`config.mk`:
```
export PLATFORM = sky130hd
export DESIGN_NAME = tod_bcd_counter
export DESIGN_NICKNAME = d
export VERILOG_FILES = /design/src/rtl/tod_pkg.sv /design/src/rtl/seg7_decode.sv /design/src/rtl/tod_control.sv /design/src/rtl/tod_datapath.sv /design/src/rtl/tod_bcd_counter.sv
export SDC_FILE = /design/constraint.sdc
export NUM_CORES = 1
export LEC_CHECK = 0
export ABC_AREA = 1
export BUFFER_PORTS_ARGS = -buffer_cell sky130_fd_sc_hd__buf_4
export CAP_MARGIN = 40
export CORE_UTILIZATION = 53
export CTS_CLUSTER_SIZE = 14
export DETAILED_ROUTE_END_ITERATION = 8
export GPL_TIMING_DRIVEN = 0
export PLACE_DENSITY = 0.77
export SLEW_MARGIN = 20
export SYNTH_ARGS = -nofsm -noshare
export SYNTH_HDL_FRONTEND = slang
export SYNTH_SLANG_ARGS = --single-unit
```
`constraint.sdc`:
```
create_clock -name clk -period 3.3 [get_ports clk]
set_clock_uncertainty 0.1 [all_clocks]
set_input_delay 0.495 -clock clk [delete_from_list [all_inputs] [get_ports clk]]
set_output_delay 0.495 -clock clk [all_outputs]
set_load 0.005 [all_outputs]
```
`src/rtl/tod_pkg.sv`:
```
package tod_pkg;
  localparam int NUM_DIGITS = 6;
  localparam int DIGIT_W    = 4;
  localparam int SEG_W      = 7;

  typedef struct packed {
    logic [NUM_DIGITS-1:0] inc;
    logic [NUM_DIGITS-1:0] clr;
    logic                  dayWrap;
  } todStrobe_t;
endpackage

```
`src/rtl/seg7_decode.sv`:
```
module seg7_decode
  import tod_pkg::*;
(
  input  logic [DIGIT_W-1:0] digit,
  output logic [SEG_W-1:0]   seg
);
  // active-high, bit0 = a ... bit6 = g
  always_comb begin
    unique case (digit)
      4'd0:    seg = 7'h3F;
      4'd1:    seg = 7'h06;
      4'd2:    seg = 7'h5B;
      4'd3:    seg = 7'h4F;
      4'd4:    seg = 7'h66;
      4'd5:    seg = 7'h6D;
      4'd6:    seg = 7'h7D;
      4'd7:    seg = 7'h07;
      4'd8:    seg = 7'h7F;
      4'd9:    seg = 7'h6F;
      default: seg = 7'h00;
    endcase
  end
endmodule

```
`src/rtl/tod_control.sv`:
```
module tod_control
  import tod_pkg::*;
#(
  parameter int UNITS_LAST    = 9,
  parameter int TENS_LAST     = 5,
  parameter int HR_TENS_LAST  = 2,
  parameter int HR_UNITS_WRAP = 3
) (
  input  logic                                tickEn,
  input  logic [NUM_DIGITS-1:0][DIGIT_W-1:0]  digits,
  output todStrobe_t                          strobe
);
  localparam int HR_U = NUM_DIGITS - 2;
  localparam int HR_T = NUM_DIGITS - 1;

  logic [NUM_DIGITS-1:0][DIGIT_W-1:0] lastVal;
  logic [NUM_DIGITS-1:0]              atLast;
  logic [NUM_DIGITS-1:0]              enable;

  // terminal value of each digit; hour units shortens when tens is at its top
  always_comb begin
    for (int i = 0; i < NUM_DIGITS - 2; i++) begin
      lastVal[i] = (i % 2 == 0) ? DIGIT_W'(UNITS_LAST) : DIGIT_W'(TENS_LAST);
    end
    lastVal[HR_U] = (digits[HR_T] == DIGIT_W'(HR_TENS_LAST)) ?
                    DIGIT_W'(HR_UNITS_WRAP) : DIGIT_W'(UNITS_LAST);
    lastVal[HR_T] = DIGIT_W'(HR_TENS_LAST);
  end

  assign enable[0] = tickEn;

  for (genvar i = 0; i < NUM_DIGITS; i++) begin : g_stage
    assign atLast[i] = (digits[i] == lastVal[i]);
    if (i > 0) begin : g_ripple
      assign enable[i] = enable[i-1] & atLast[i-1];
    end
    assign strobe.inc[i] = enable[i] & ~atLast[i];
    assign strobe.clr[i] = enable[i] &  atLast[i];
  end

  assign strobe.dayWrap = enable[HR_T] & atLast[HR_T];
endmodule

```
`src/rtl/tod_datapath.sv`:
```
module tod_datapath
  import tod_pkg::*;
(
  input  logic                                clk,
  input  logic                                rst,
  input  todStrobe_t                          strobe,
  output logic [NUM_DIGITS-1:0][DIGIT_W-1:0]  digits,
  output logic [NUM_DIGITS-1:0][SEG_W-1:0]    segs,
  output logic                                dayCarry
);
  for (genvar i = 0; i < NUM_DIGITS; i++) begin : g_digit
    always_ff @(posedge clk) begin
      if (rst)                digits[i] <= '0;
      else if (strobe.clr[i]) digits[i] <= '0;
      else if (strobe.inc[i]) digits[i] <= digits[i] + DIGIT_W'(1);
    end

    seg7_decode u_seg (
      .digit (digits[i]),
      .seg   (segs[i])
    );
  end

  always_ff @(posedge clk) begin
    if (rst) dayCarry <= 1'b0;
    else     dayCarry <= strobe.dayWrap;
  end
endmodule

```
`src/rtl/tod_bcd_counter.sv`:
```
module tod_bcd_counter
  import tod_pkg::*;
(
  input  logic                          clk,
  input  logic                          rst,
  input  logic                          tickEn,
  output logic [NUM_DIGITS*DIGIT_W-1:0] bcdDigits,
  output logic [NUM_DIGITS*SEG_W-1:0]   segOut,
  output logic                          dayCarry
);
  todStrobe_t                         strobe;
  logic [NUM_DIGITS-1:0][DIGIT_W-1:0] digits;
  logic [NUM_DIGITS-1:0][SEG_W-1:0]   segs;

  tod_control u_ctrl (
    .tickEn (tickEn),
    .digits (digits),
    .strobe (strobe)
  );

  tod_datapath u_dp (
    .clk      (clk),
    .rst      (rst),
    .strobe   (strobe),
    .digits   (digits),
    .segs     (segs),
    .dayCarry (dayCarry)
  );

  assign bcdDigits = digits;
  assign segOut    = segs;
endmodule

```
==> results.cfg, run 1 <==
[cts]
numCtsBuffers = 9
cts-root-buf = clkbuf_8
cts_resized = 0
postCtsSetupBuffers = 0
cts_hold_buffers = 0
clock-sinks = 67
clk_latency_ps = 330
cts_tree = done
clk_pin_slew_ps = 70
htree_levels = 3
clock_path_buffers = 2

[grt]
gr-usage-all-layers_pct = 20.2
grt_antenna_before_repair = 0
grt_pass1_vias = 2900
grt_pass1_wl_um = 12000
grt_remaining_overflow = 0
grt_max_degree = 12

[power]
ir_worst_vdd_mv = 0.344
leakage_nw = 2.32
p_per_area_nw_per_um2 = 352
total_power_mw = 1.58

[sta]
worst_pin_slew_ps = 498
setup-violations-final = 0
fin_hold_ws_ps = 244
drv_slew = 0
slew_headroom_pct = 66.7
rsz0062_at_grt = false
finalCriticalPeriod_ps = 2720
fmax_ghz = 0.368
final-hold-violation-count = 0
period_share_pct = 82.4
setup_tns_ps = 0

[critical_path]
crit_fanout = 5
cp.arrival_ps = 2850
critical_path_class = flip-flop to flip-flop
end_kind = flip-flop
cp.required_ps = 3430
crit_path_start_kind = flip-flop

[placement]
postPlaceCellArea_um2 = 4270
gp_congestion = 0.817
dpl.hpwl_um = 5250
port_buffers = 69

[detailed_routing]
wire_per_inst_um = 10.7
drtPass1Iterations = 5
drc = 0
drt-total-wl_um = 6820
num_vias = 3106
drt-initial-drc-count = 88
routed_via_density = 4.89
final_antenna_net_count = 0

[finish]
fill_cells = 560
antenna-diode-count = 0
final_layout_size_suffix_gt1_share_pct = 22.4
finalInstanceArea_um2 = 4480
syn2layout_area_growth_pct = 22.6
final_nets = 603

[logic_synthesis]
synth_fa_ha_area_share_pct = 16.1
synthArstFlopShare_pct = 0
synth_top_area_cell = dfxtp_1
synth_simple_gate_area_share_pct = 29.0
synthCells = 473
synth.cell_area_um2 = 3660
avgSynthCellArea_um2 = 7.73
synth.yosys.seq_area_share_pct = 36.7
synth_compound_area_share_pct = 6.84
synthFlopType = dfxtp_1
syn-num-nets = 523
synth_top_area_share_pct = 36.7
synth_enable_flop_cells = 0
ys_seq_elements = 67
synth_commonest_cells = 133 x nand2_1, 67 x dfxtp_1, 61 x inv_1
synth_warnings = 0
synth_top_family_by_area = simple AND/OR/NAND/NOR gates
yosysUniqueCellTypes = 32
synthXorXnorAreaFrac_pct = 3.83
synthMuxAreaShare_pct = 0
synth_most_common_cell = nand2_1
synth_area_leaders = dfxtp_1 37%, ha_1 16%, nand2_1 14%

[die]
die_w_um = 85.1
ioPinCount = 70
core_area_um2 = 6490
initial_core_util_pct = 56.3
die_h_um = 85.1
num_rows = 29
dieArea_um2 = 7230

[hold_path]
hold_class = input pin to flip-flop

[job]
maxCapViolCount = 0

[outcome]
status = finished, final reports clean
[sequential cells by signal (all words and copies together) (netlist names)]
register                flops
u_dp.dayCarry               1
u_dp.digits                24
u_dp.g_digit.u_seg.seg     42
[worst max-delay path, cell delays in order (launching register included)]
cell	delay, ps
dfxtp_1	450
ha_1	180
nand2_1	50
nor2_1	250
inv_1	150
nor2_2	200
nand2_2	110
nand2_1	70
o21ai_1	80
nor2_1	280
inv_2	120
ha_1	290
inv_1	40
nand3_1	90
nand2_1	60
nand2_1	60
nand2_1	40
[logic make-up after synthesis]
group | count (synthesis)
simple gates | 228
flops | 67
buf+inv | 71
fa+ha+maj | 47
compound gates | 44
xor+xnor | 16
[path summary, 6_finish.rpt]
kind                                startpoint                              endpoint  slack [ps]  depth (start not counted)
hold reg to reg    u_dp.digits[0]$_SDFFE_PP0P_           u_dp.digits[0]$_SDFFE_PP0P_         470                          2
setup / recovery  u_dp.digits[12]$_SDFFE_PP0P_  u_dp.g_digit[5].u_seg.seg[3]$_DFF_P_         580                         16
setup reg to reg  u_dp.digits[12]$_SDFFE_PP0P_  u_dp.g_digit[5].u_seg.seg[3]$_DFF_P_         580                         16
hold / removal                             rst              u_dp.dayCarry$_SDFF_PP0_         240                          2
[through the flow]
stage	setup WS (ps)	cells	utilization [%]
6_report	579	635	69.0
5_1_grt	342	635	69.0
4_1_cts	556	635	69.0
3_5_place_dp	587	619	65.7
3_3_place_gp	633	619	65.7
2_1_floorplan	911	473	-
[cells in the final DEF, fill, tap and decap left out, drive strengths merged]
cell      netlist  routed
ha             47      47
xor2           11      11
a31oi           7       7
clkinvlp        0       1
bufinv          0       1
nor2           45      45
nor3            3       3
dfxtp          67      67
clkbuf          0      12
a21oi          11      11
buf             1      70
o21ai          22      22
xnor2           5       5
nand3b          4       4
nand2         142     142
nand4           1       1
clkinv          0       2
or2             3       3
o211ai          3       3
nand3          30      30
o22ai           1       1
inv            70      70
[area by class of cell]
class                           instances  area (um2)  area share, %
Buffer                                  1        7.51          0.167
Tap cell                               77        96.3           2.15
Clock buffer                           12         165           3.68
Timing Repair Buffer                   69         518           11.6
Clock inverter                          4        47.5           1.06
Inverter                               70         268           5.97
Sequential cell                        67        1340           29.9
Multi-Input combinational cell        335        2040           45.5
[layer usage]
metal / track usage [%] / routed length (um) / up-vias
met1: 24.5 / 3140 / 1403
li1: - / - / 1634
met3: 3.89 / 275 / 8
met5: 0 / 0 / -
met4: 9.09 / 97 / 0
met2: 34.8 / 3300 / 61
[where the power goes]
| part | internal [mW] | switching (mW) |
|---|---|---|
| registers | 0.817 | 0.00420 |
| clock network | 0.408 | 0.292 |
| logic | 0.0233 | 0.0337 |
Power figures use the tool's default switching activity.
==> inputs of run 2 (changes only) <==
Settings changed: CORE_UTILIZATION 53 to 50, PLACE_DENSITY 0.77 to 0.76.
Clock period 3.3 ns to 2.4 ns, I/O delays scaled along.
==> run 2 against run 1 <==
Net effect: worst setup slack got worse by 490 ps; sequential power up 38%; non-clock buffer count grew 25; cell count is 6.8% higher; register-to-register slack worse by 490 ps; via count rose by 5.2%.
==> results.cfg, run 2 (synthesis results as in run 1) <==
[detailed_routing]
final_antenna_net_count = 0
drtPass1Iterations = 4
drt-total-wl_um = 7970
num_vias = 3267
drt-initial-drc-count = 100
wire_per_inst_um = 11.8
drc = 0
routed_via_density = 4.82

[placement]
dpl.hpwl_um = 5340
port_buffers = 69
gp_congestion = 0.827
postPlaceCellArea_um2 = 4290

[sta]
fmax_ghz = 0.434
worst_pin_slew_ps = 556
setup_tns_ps = 0
drv_slew = 0
slew_headroom_pct = 62.7
fin_hold_ws_ps = 141
period_share_pct = 96.1
finalCriticalPeriod_ps = 2310
final-hold-violation-count = 0
setup-violations-final = 0

[power]
ir_worst_vdd_mv = 0.381
leakage_nw = 2.46
p_per_area_nw_per_um2 = 414
total_power_mw = 2.02

[finish]
antenna-diode-count = 0
final_cell_mix = 125 x nand2_1, 95 x buf_4, 58 x dfxtp_1
final_layout_size_suffix_gt1_share_pct = 33.0
syn2layout_area_growth_pct = 33.5
final_common_cell = nand2_1
multi_input_comb_area_um2 = 2250
finalInstanceArea_um2 = 4880
fill_cells = 543
final_nets = 628
largest_register_ffs = 42
final_util_pct = 70.3
seq_area_um2 = 1360

[critical_path]
cp.required_ps = 2500
endpoint = u_dp.g_digit[1].u_seg.seg[3]$_DFF_P_
reg2reg_depth = 11
timing.critical_path.from = u_dp.digits[5]$_SDFFE_PP0P_
crit_path_start_kind = flip-flop
critical_path_class = flip-flop to flip-flop
end_kind = flip-flop
cp.arrival_ps = 2410
r2r-end = u_dp.g_digit[1].u_seg.seg[3]$_DFF_P_
reg2reg_slack_ps = 90
crit_fanout = 6
reg2reg_from = u_dp.digits[5]$_SDFFE_PP0P_

[cts]
clk_latency_ps = 340
numCtsBuffers = 9
cts_hold_buffers = 0
htree_levels = 3
clock_path_buffers = 2
clock-sinks = 67
clk_pin_slew_ps = 70
cts-root-buf = clkbuf_8
cts_tree = done

[die]
dieArea_um2 = 7660
die_h_um = 87.5
ioPinCount = 70
die_w_um = 87.5
core_area_um2 = 6940
num_rows = 30
initial_core_util_pct = 52.6

[grt]
grt_antenna_before_repair = 0
grt_max_degree = 11
grt_pass1_vias = 2875
grt_remaining_overflow = 0
gr-usage-all-layers_pct = 19.9
grt_pass1_wl_um = 12200

[hold_path]
hold_class = input pin to flip-flop
worst_hold_path.num_cells = 2

[job]
maxCapViolCount = 0

[outcome]
status = finished, final reports clean
## run 2: layout make-up
type	count	share of cell area, %
inverter	70	5.64
multi-input combinational	335	46.1
buffer	1	0.154
clock buffer	13	3.05
tap	96	2.46
timing repair buffer	94	14.5
clock inverter	2	0.256
sequential	67	27.9
## run 2: where the power goes
part | internal (mW) | switching (mW) | total, mW | leakage (nW)
sequential | 1.12 | 0.00661 | 1.13 | 0.548
combinational | 0.0373 | 0.0551 | 0.0924 | 1.83
clock | 0.397 | 0.403 | 0.800 | 0.0795
total | 1.56 | 0.465 | 2.02 | 2.46
## run 2: through the flow
stage          instances  setup WS (ps)
3_5_place_dp         638           -288
3_3_place_gp         638           -249
5_1_grt              678          -44.7
6_report             678           93.7
2_1_floorplan        473           11.3
4_1_cts              659           1.32
## run 2: timing repair
item                                    in CTS  in global routing
pin swaps                                    6                 17
endpoints found under the setup margin      23                 33
gates resized for setup                     28                 45
buffers inserted                             6                 19
## run 2: worst max-delay path: stages, from the launching register on
cell and delay (ps):
dfxtp_4 360, inv_1 40, ha_2 170, nand3b_1 190, nor2_8 70, buf_4 160, nor2_2 150, o211ai_1 270
buf_4 220, ha_1 300, nand2_1 70, a31oi_1 70
## run 2: how the worst min path moves through the flow
stage                                            from                     endpoint
after floorplan                                   rst     u_dp.dayCarry$_SDFF_PP0_
after global placement    u_dp.digits[0]$_SDFFE_PP0P_  u_dp.digits[0]$_SDFFE_PP0P_
after global routing                              rst     u_dp.dayCarry$_SDFF_PP0_
after detailed placement  u_dp.digits[0]$_SDFFE_PP0P_  u_dp.digits[0]$_SDFFE_PP0P_
after CTS                                         rst     u_dp.dayCarry$_SDFF_PP0_
final                                             rst     u_dp.dayCarry$_SDFF_PP0_
## run 2: metal layers
metal  up-vias  global-route usage, %  wire [um]
met4         0                   6.71        141
met2        65                   35.7       4080
met1      1500                   23.2       3380
li1       1688                      -          -
met5         -                      0          0
met3        14                   4.93        360
==> inputs of run 3 (changes only) <==
Settings changed: ABC_AREA 1 to 0, CELL_PAD_IN_SITES_DETAIL_PLACEMENT set to 2, CELL_PAD_IN_SITES_GLOBAL_PLACEMENT set to 2, CORE_UTILIZATION 50 to 30, PLACE_DENSITY 0.76 to 0.75.
==> run 3 against run 2 <==
Net effect: the run now ends with DRC, setup timing left; total power up 24%; via count up 11%; count of clock-buffer cells in the layout up 1; critical path depth up 3; maximum frequency down 17%; register-to-register slack worse by 470 ps; critical path type unchanged; largest power group is now clock; highest routed layer unchanged.
==> results.cfg, run 3 <==
[outcome]
status = finished, violations left
violations = DRC, setup timing

[finish]
fill_cells = 1233
final_nets = 587
syn2layout_area_growth_pct = 60.0
largest_register_ffs = 42
final_layout_size_suffix_gt1_share_pct = 52.8
final_cell_mix = 125 x buf_4, 56 x dfxtp_1, 29 x ha_1
finalInstanceArea_um2 = 5820
final_common_cell = buf_4
antenna-diode-count = 0

[placement]
port_buffers = 68
dpl.hpwl_um = 7550
postPlaceCellArea_um2 = 4430
gp_congestion = 0.774

[logic_synthesis]
synth_enable_flop_cells = 0
synthCells = 391
synth_top_area_cell = dfxtp_1
synth_warnings = 0
synth_commonest_cells = 67 x dfxtp_1, 47 x ha_1, 32 x inv_1
ys_seq_elements = 67
synthArstFlopShare_pct = 0
synthFlopType = dfxtp_1
synth_top_area_share_pct = 36.9
synth.yosys.seq_area_share_pct = 36.9
syn-num-nets = 441
avgSynthCellArea_um2 = 9.30
synth_area_leaders = dfxtp_1 37%, ha_1 16%, a21oi_1 3.7%
yosysUniqueCellTypes = 63
synth.cell_area_um2 = 3630
synth_most_common_cell = dfxtp_1

[sta]
finalWorstSetupSlack_ps = -374
rsz0062_at_grt = true
finalCriticalPeriod_ps = 2770
period_share_pct = 116
worst_pin_slew_ps = 773
drv_slew = 0
setup-violations-final = 37
fmax_ghz = 0.360
final-hold-violation-count = 0
slew_headroom_pct = 48.5

[cts]
clk_pin_slew_ps = 60
cts_tree = done
numCtsBuffers = 9
htree_levels = 3
clk_latency_ps = 350
clock-sinks = 67
clock_path_buffers = 2
cts_hold_buffers = 0
cts-root-buf = clkbuf_16

[critical_path]
cp.required_ps = 2580
cp.arrival_ps = 2950
end_kind = flip-flop
critical_path_class = flip-flop to flip-flop
reg2reg_depth = 14
crit_fanout = 4
crit_path_start_kind = flip-flop

[grt]
grt_pass1_wl_um = 22100
gr-usage-all-layers_pct = 23.1
grt_pass1_vias = 4010
grt_max_degree = 11
grt_remaining_overflow = 0
grt_antenna_before_repair = 0

[power]
leakage_nw = 2.48
p_per_area_nw_per_um2 = 431
total_power_mw = 2.51
ir_worst_vdd_mv = 0.277

[die]
dieArea_um2 = 12600
core_area_um2 = 11600
num_rows = 39
die_w_um = 112
initial_core_util_pct = 31.3
ioPinCount = 70
die_h_um = 112

[detailed_routing]
drc = 5
wire_per_inst_um = 23.7
num_vias = 3629
final_antenna_net_count = 0
drtPass1Iterations = 6
drt-initial-drc-count = 124
routed_via_density = 5.30
drt-total-wl_um = 16200

[hold_path]
hold_class = input pin to flip-flop
worst_hold_path.num_cells = 3

[job]
maxCapViolCount = 0
run 3: final timing paths:
kind / start / end / slack (ps)
max: u_dp.digits[1]$_SDFFE_PP0P_ / u_dp.g_digit[4].u_seg.seg[3]$_DFF_P_ / -370
min: tickEn / u_dp.digits[0]$_SDFFE_PP0P_ / 310
max reg2reg: u_dp.digits[1]$_SDFFE_PP0P_ / u_dp.g_digit[4].u_seg.seg[3]$_DFF_P_ / -370
min reg2reg: u_dp.digits[8]$_SDFFE_PP0P_ / u_dp.digits[8]$_SDFFE_PP0P_ / 560
run 3: through the flow:
step	util [%]	std cells	hold slack, ps	setup WS (ps)	setup TNS [ps]
floorplan	-	391	387	-86.3	-580
global placement	38.1	602	407	-541	-12820
detailed placement	38.1	602	430	-636	-15630
CTS	46.9	670	262	-265	-4140
global route	50.1	685	351	-483	-13070
finish	50.1	685	307	-374	-8330
run 3: logic make-up after synthesis:
| family | count (synthesis) | synth area share [%] |
|---|---|---|
| fa+ha+maj | 47 | 16.2 |
| xor+xnor | 5 | 1.21 |
| compound gates | 87 | 15.9 |
| simple gates | 124 | 20.0 |
| buf+inv | 46 | 5.13 |
| flops | 67 | 36.9 |
| mux | 15 | 4.72 |
run 3: cell type report:
class / instances / area [um2] / area share (%)
plain buffers: 10 / 86.3 / 1.48
clock inverters: 2 / 10.0 / 0.172
flip-flops and latches: 67 / 1370 / 23.6
repair buffers: 138 / 1100 / 18.9
multi-input cells: 278 / 2680 / 46.0
clock buffers: 14 / 264 / 4.54
inverters: 33 / 131 / 2.26
well taps: 143 / 179 / 3.08
run 3: what timing repair did:
item                                   CTS  global route
setup endpoints to repair               40            48
resized for setup                       82            65
gates cloned                             1             0
endpoints found under the hold margin    0             0
buffers inserted                        53            17
pin swaps                               34            25
run 3: power by group:
| group | internal, mW | leakage [nW] | switching, mW |
|---|---|---|---|
| Clock | 0.753 | 0.137 | 0.513 |
| Sequential | 1.12 | 0.550 | 0.00575 |
| Combinational | 0.0458 | 1.79 | 0.0688 |
run 3: layer usage:
layer  routed length, um  up-vias  GRT usage, %
met1                6680     1831          25.3
met3                 568       41          4.21
met5                   0        -             0
met2                8370       94          42.9
li1                    -     1663             -
met4                 632        0          11.3
run 3: critical path: stages, from the launching register on:
cell and delay (ps):
dfxtp_4 350, inv_4 60, ha_4 160, and4b_1 240, buf_6 130, buf_4 110, and4_4 220, buf_8 140
xnor2_4 150, nor2_4 80, buf_6 150, ha_4 240, or2_4 250, mux2i_1 150, o21a_1 160
